**src/rtl/evt_pkg.sv**
```systemverilog
package evt_pkg;
    localparam int FLAG_W    = 16;
    localparam int NPER      = 5;
    localparam int ALARM_BIT = 15;
    localparam int EXT_BIT   = 8;
    localparam int SYNC_N    = 2;

    typedef struct packed {
        logic [FLAG_W-1:0] flags;
    } flag_state_t;
endpackage

```
**src/rtl/wake_sync.sv**
```systemverilog
module wake_sync #(
    parameter int STAGES = 2
) (
    input  logic clk,
    input  logic rst_n,
    input  logic pin_i,
    output logic level_o,
    output logic rise_o
);
    typedef struct packed {
        logic [STAGES-1:0] chain;
        logic              last;
    } sync_state_t;

    sync_state_t st_d, st_q;

    always_comb begin
        st_d       = st_q;
        st_d.chain = {st_q.chain[STAGES-2:0], pin_i};
        st_d.last  = st_q.chain[STAGES-1];
    end

    always_ff @(posedge clk or negedge rst_n) begin
        if (!rst_n) st_q <= '0;
        else        st_q <= st_d;
    end

    assign level_o = st_q.chain[STAGES-1];
    assign rise_o  = st_q.chain[STAGES-1] & ~st_q.last;


    edge_single_chk: assert property (@(posedge clk) disable iff (!rst_n)
        rise_o |=> !rise_o);
endmodule

```
**src/rtl/flag_bank.sv**
```systemverilog
module flag_bank
    import evt_pkg::*;
(
    input  logic              clk,
    input  logic              rst_n,
    input  logic [FLAG_W-1:0] set_vec_i,
    input  logic              clr_we_i,
    input  logic [FLAG_W-1:0] clr_data_i,
    output logic [FLAG_W-1:0] flags_o
);
    flag_state_t st_d, st_q;
    logic [FLAG_W-1:0] clr_mask;

    always_comb begin
        clr_mask = clr_we_i ? clr_data_i : '0;
        st_d       = st_q;
        st_d.flags = (st_q.flags & ~clr_mask) | set_vec_i;
    end

    always_ff @(posedge clk or negedge rst_n) begin
        if (!rst_n) st_q <= '0;
        else        st_q <= st_d;
    end

    assign flags_o = st_q.flags;


    sticky_hold_chk: assert property (@(posedge clk) disable iff (!rst_n)
        1'b1 |=> ((flags_o & $past(flags_o & ~clr_mask)) == $past(flags_o & ~clr_mask)));

    clear_takes_chk: assert property (@(posedge clk) disable iff (!rst_n)
        1'b1 |=> ((flags_o & $past(clr_mask & ~set_vec_i)) == '0));

    set_wins_chk: assert property (@(posedge clk) disable iff (!rst_n)
        1'b1 |=> ((flags_o & $past(set_vec_i)) == $past(set_vec_i)));
endmodule

```
**src/rtl/evt_wake_top.sv**
```systemverilog
module evt_wake_top
    import evt_pkg::*;
(
    input  logic              clk,
    input  logic              rst_n,
    input  logic [NPER-1:0]   per_strobe_i,
    input  logic              alarm_i,
    input  logic              wake_pin_i,
    input  logic              wake_dir_i,
    input  logic [FLAG_W-1:0] src_en_i,
    input  logic              ext_en_i,
    input  logic              irq_en_i,
    input  logic              clr_we_i,
    input  logic [FLAG_W-1:0] clr_data_i,
    output logic [FLAG_W-1:0] flags_o,
    output logic              irq_o,
    output logic              wake_o
);
    localparam logic [FLAG_W-1:0] EVT_MASK =
        (FLAG_W'(1) << ALARM_BIT) | FLAG_W'((1 << NPER) - 1);
    localparam logic [FLAG_W-1:0] RSVD_MASK = ~(EVT_MASK | (FLAG_W'(1) << EXT_BIT));

    logic              pin_level, pin_rise, pin_is_in;
    logic [FLAG_W-1:0] set_vec;

    wake_sync #(.STAGES(SYNC_N)) u_sync (
        .clk     (clk),
        .rst_n   (rst_n),
        .pin_i   (wake_pin_i),
        .level_o (pin_level),
        .rise_o  (pin_rise)
    );

    assign pin_is_in = ~wake_dir_i;

    always_comb begin
        set_vec            = '0;
        set_vec[ALARM_BIT] = alarm_i & src_en_i[ALARM_BIT];
        set_vec[EXT_BIT]   = pin_rise & pin_is_in & ext_en_i;
        for (int i = 0; i < NPER; i++) begin
            set_vec[i] = per_strobe_i[i] & src_en_i[i];
        end
    end

    flag_bank u_flags (
        .clk        (clk),
        .rst_n      (rst_n),
        .set_vec_i  (set_vec),
        .clr_we_i   (clr_we_i),
        .clr_data_i (clr_data_i),
        .flags_o    (flags_o)
    );

    assign irq_o  = irq_en_i & (|flags_o);
    assign wake_o = (pin_level & pin_is_in) | (|(flags_o & EVT_MASK));


    rsvd_zero_chk: assert property (@(posedge clk) disable iff (!rst_n)
        (flags_o & RSVD_MASK) == '0);

    irq_gate_chk: assert property (@(posedge clk) disable iff (!rst_n)
        irq_o |-> (irq_en_i && flags_o != '0));

    wake_evt_chk: assert property (@(posedge clk) disable iff (!rst_n)
        ((flags_o & EVT_MASK) != '0) |-> wake_o);

    per_disabled_chk: assert property (@(posedge clk) disable iff (!rst_n)
        (!flags_o[0] && !src_en_i[0] && !(clr_we_i && clr_data_i[0])) |=> !flags_o[0]);
endmodule

```
**config.mk**
```make
export PLATFORM = sky130hd
export DESIGN_NAME = evt_wake_top
export DESIGN_NICKNAME = d
export VERILOG_FILES = /design/src/rtl/evt_pkg.sv /design/src/rtl/wake_sync.sv /design/src/rtl/flag_bank.sv /design/src/rtl/evt_wake_top.sv
export SDC_FILE = /design/constraint.sdc
export NUM_CORES = 1
export LEC_CHECK = 0
export ABC_AREA = 0
export CAP_MARGIN = 20
export CORE_ASPECT_RATIO = 0.7
export CORE_MARGIN = 2
export CORE_UTILIZATION = 32
export DETAILED_ROUTE_END_ITERATION = 8
export GPL_TIMING_DRIVEN = 0
export PLACE_DENSITY_LB_ADDON = 0.1
export SLEW_MARGIN = 40
export SYNTH_ARGS = -nofsm -noshare
export SYNTH_HDL_FRONTEND = slang
export SYNTH_HIERARCHICAL = 1
export SYNTH_SLANG_ARGS = --single-unit
```
**constraint.sdc**
```tcl
create_clock -name clk -period 1.35 [get_ports clk]
set_clock_uncertainty 0.05 [all_clocks]
set_input_delay 0.3375 -clock clk [delete_from_list [all_inputs] [get_ports clk]]
set_output_delay 0.3375 -clock clk [all_outputs]
set_load 0.05 [all_outputs]
```
==> impl_metrics.csv <==
group,metric,value,unit
outcome,status,"finished, violations left",
outcome,violations,"negative setup slack",
cells_and_area,final_cell_count_no_fill,172,
clock_network,root_buffer,"clkbuf_4",
yosys,synth_ff_type,"dfrtp_1",
floorplan,fp.dieH,46.1,um
setup_path,cp_data_arrival_time,1.46,ns
place,dp_cells,165,
timing,fin_ws,-0.498,ns
route,drc,0,
clock_network,clk_pin_slew_worst_paths,0.10,ns
global_routing,overflow,0,
route,ant_nets,0,
timing,finalSetupTns,-0.975,ns
place,dp_slack,-0.894,ns
setup_path,rr_worst_depth,4,
place,port_buffers,51,
floorplan,die_w,64.1,um
setup_path,slowest_stage,"dfrtp_2",
setup_path,ff2ff_setup_slack,0.43,ns
place,gp_congestion,0.685,
yosys,synthTopCellsByCount,"dfrtp_1, nand2_1, a21o_1",
worst_hold_path,hold_path_class,"in -> reg",
route,dr.pass1.iters,4,
setup_path,crit_buf_inv,2,
floorplan,row_count,15,
yosys,synth-seq-cells,19,
timing,fmax,541,MHz
yosys,synth_top_cell_by_area,"dfrtp_1",
clock_network,cts_tree,"built",
route,routed_wl,2.04,mm
setup_path,worstPathMaxFanout,2,
floorplan,initial_core_util,33.4,%
clock_network,clk_path_buf_depth,2,
setup_path,r2r-start,"u_sync/level_o",
floorplan,core,0.00242,mm^2
yosys,yosys_warnings,6,
yosys,netlist_area,808,um^2
timing,rsz0062_at_grt,"yes",
cells_and_area,area_growth,88.9,%
setup_path,critPathRequiredTime,0.96,ns
timing,period_needed,1.85,ns
timing,fin_crit_sh,137,%
yosys,ys_async_sr_fraction,100,%
yosys,netlist.area_leader.share,58.8,%
clock_network,cts.sinks,19,
cells_and_area,drive_above_1_share,29.7,%
timing,setup_viol,3,
worst_hold_path,min_to,"u_flags/flags_o[0]",
timing,slew_violations,0,
setup_path,crit_path_end_kind,"primary output",
route,wire_per_inst,11.9,um
power_and_ir_drop,leakage,0.000675,uW
global_routing,grt.total_usage,15.0,%
yosys,yosysMostFrequentCell,"dfrtp_1",
floorplan,ios,63,
timing,hold_ws,0.292,ns
global_routing,grt_max_degree,20,
setup_path,cp-start-kind,"register",
setup_path,cp_cell_sequence,"nor4_4 > buf_4 > a41oi_4 > buf_6",
job,max-cap-violations,0,
clock_network,clock_latency,0.28,ns
floorplan,fp.dieArea,0.00295,mm^2
worst_hold_path,hp-start,"clr_we_i",
route,vias_per_cell,4.20,
clock_network,numCtsBuffers,3,
setup_path,crit_type,"reg -> out",
yosys,synth_edf_count,0,
global_routing,grt_pass1_vias,712,
route,drtIter0Drc,10,
cells_and_area,fin_nets,184,
timing,hold_violations,0,
worst_hold_path,min_path_cells,3,
cells_and_area,diodes,0,
power_and_ir_drop,ir_drop,0.516,mV
setup_path,timing.rr.end,"u_flags/flags_o[8]",
clock_network,htreeDepth,1,
route,vias,723,
cells_and_area,utilization,63.0,%
yosys,seq_area_frac_synth,58.8,%
yosys,yosysUniqueCellTypes,15,
global_routing,antenna_found_initial,0,
setup_path,crit_family,"flip-flops",
global_routing,grt_pass1_wl,3.22,mm
setup_path,crit_path_max_incr_delay,0.44,ns
yosys,synth_top_cells_by_area,"dfrtp_1, a21o_1, nand2_1",
yosys,synthCells,72,
power_and_ir_drop,powerDensity,923,mW/mm^2
yosys,avgSynthCellArea,11.2,um^2
[registers in the layout (all words and copies together) (netlist names)]
name and count:
u_sync/st_d 1, u_sync/st_q 1, u_sync/level_o 1, u_flags/flags_o 16
[kinds of logic after synthesis]
| kind of cell | synth area share [%] |
|---|---|
| other | 0.464 |
| flip-flops | 58.8 |
| buffers and inverters | 4.33 |
| AND/OR/NAND/NOR | 20.4 |
| AO/OA/AOI/OAI | 15.9 |
[worst max path at each step]
stage | startpoint | cells past startpoint | to
floorplan | u_flags/flags_o[15] | 2 | irq_o
detailed placement | irq_en_i | 4 | irq_o
CTS | u_flags/flags_o[4] | 4 | irq_o
finish | u_flags/flags_o[4] | 4 | irq_o
global placement | irq_en_i | 4 | irq_o
global route | u_flags/flags_o[4] | 4 | irq_o
[worst reg2reg max path: cells and delay by family, from the launching register on]
| kind | cells | cell delay (ns) |
|---|---|---|
| flops | 1 | 0.41 |
| simple gates | 3 | 0.22 |
| compound gates | 1 | 0.15 |
[cell usage in the layout (no fill, tap or decap)]
| master | netlist | routed |
|---|---|---|
| buf_4 | 0 | 5 |
| nor2_1 | 2 | 2 |
| buf_12 | 1 | 1 |
| clkbuf_4 | 0 | 3 |
| nor4_4 | 0 | 2 |
| a21o_1 | 16 | 16 |
| and2_1 | 6 | 6 |
| inv_1 | 1 | 1 |
| conb_1 | 1 | 9 |
| clkdlybuf4s50_1 | 0 | 32 |
| nand3_4 | 0 | 1 |
| a41oi_4 | 0 | 1 |
| buf_6 | 1 | 16 |
| nand2_1 | 17 | 17 |
| dfrtp_1 | 19 | 11 |
| nor2b_4 | 1 | 1 |
| buf_2 | 0 | 1 |
| dfrtp_2 | 0 | 8 |
| nor4_2 | 1 | 2 |
| nand2b_1 | 1 | 1 |
| clkbuf_1 | 0 | 1 |
| dlygate4sd3_1 | 0 | 1 |
[where the power goes]
| group | switching, uW | internal, uW |
|---|---|---|
| clock | 158 | 115 |
| sequential | 58.9 | 619 |
| combinational | 238 | 221 |
| total | 455 | 954 |
[cell type report]
| cell class | count | area [um^2] |
|---|---|---|
| buffer | 2 | 31.3 |
| clock buffer | 4 | 26.3 |
| sequential | 19 | 485 |
| fill | 218 | 895 |
| multi-input combinational | 58 | 395 |
| tap | 34 | 42.5 |
| timing repair buffer | 54 | 542 |
| inverter | 1 | 3.75 |
[repair_timing]
action / CTS / global route
gates resized for setup: 108 / 19
endpoints found under the hold margin: 19 / 0
buffers inserted: 2 / 0
hold buffers: 1 / 0
gates cloned: 0 / 0
endpoints found under the setup margin: 18 / 17
pin swaps: 1 / 0
[metrics by stage]
step	instance area, um^2	total power (uW)
finish	1530	1410
global route	1530	1490
CTS	1470	1400
detailed placement	1460	1130
global placement	1470	1120
floorplan	915	915
[routing by layer]
| layer | vias up | global-route usage, % | part of all wire [%] |
|---|---|---|---|
| met5 | - | 0 | 0 |
| met1 | 327 | 17.3 | 42 |
| li1 | 367 | - | - |
| met4 | 0 | 5.22 | 0.88 |
| met2 | 27 | 26.3 | 50 |
| met3 | 2 | 5.87 | 7.2 |
Power figures use the tool's default switching activity.
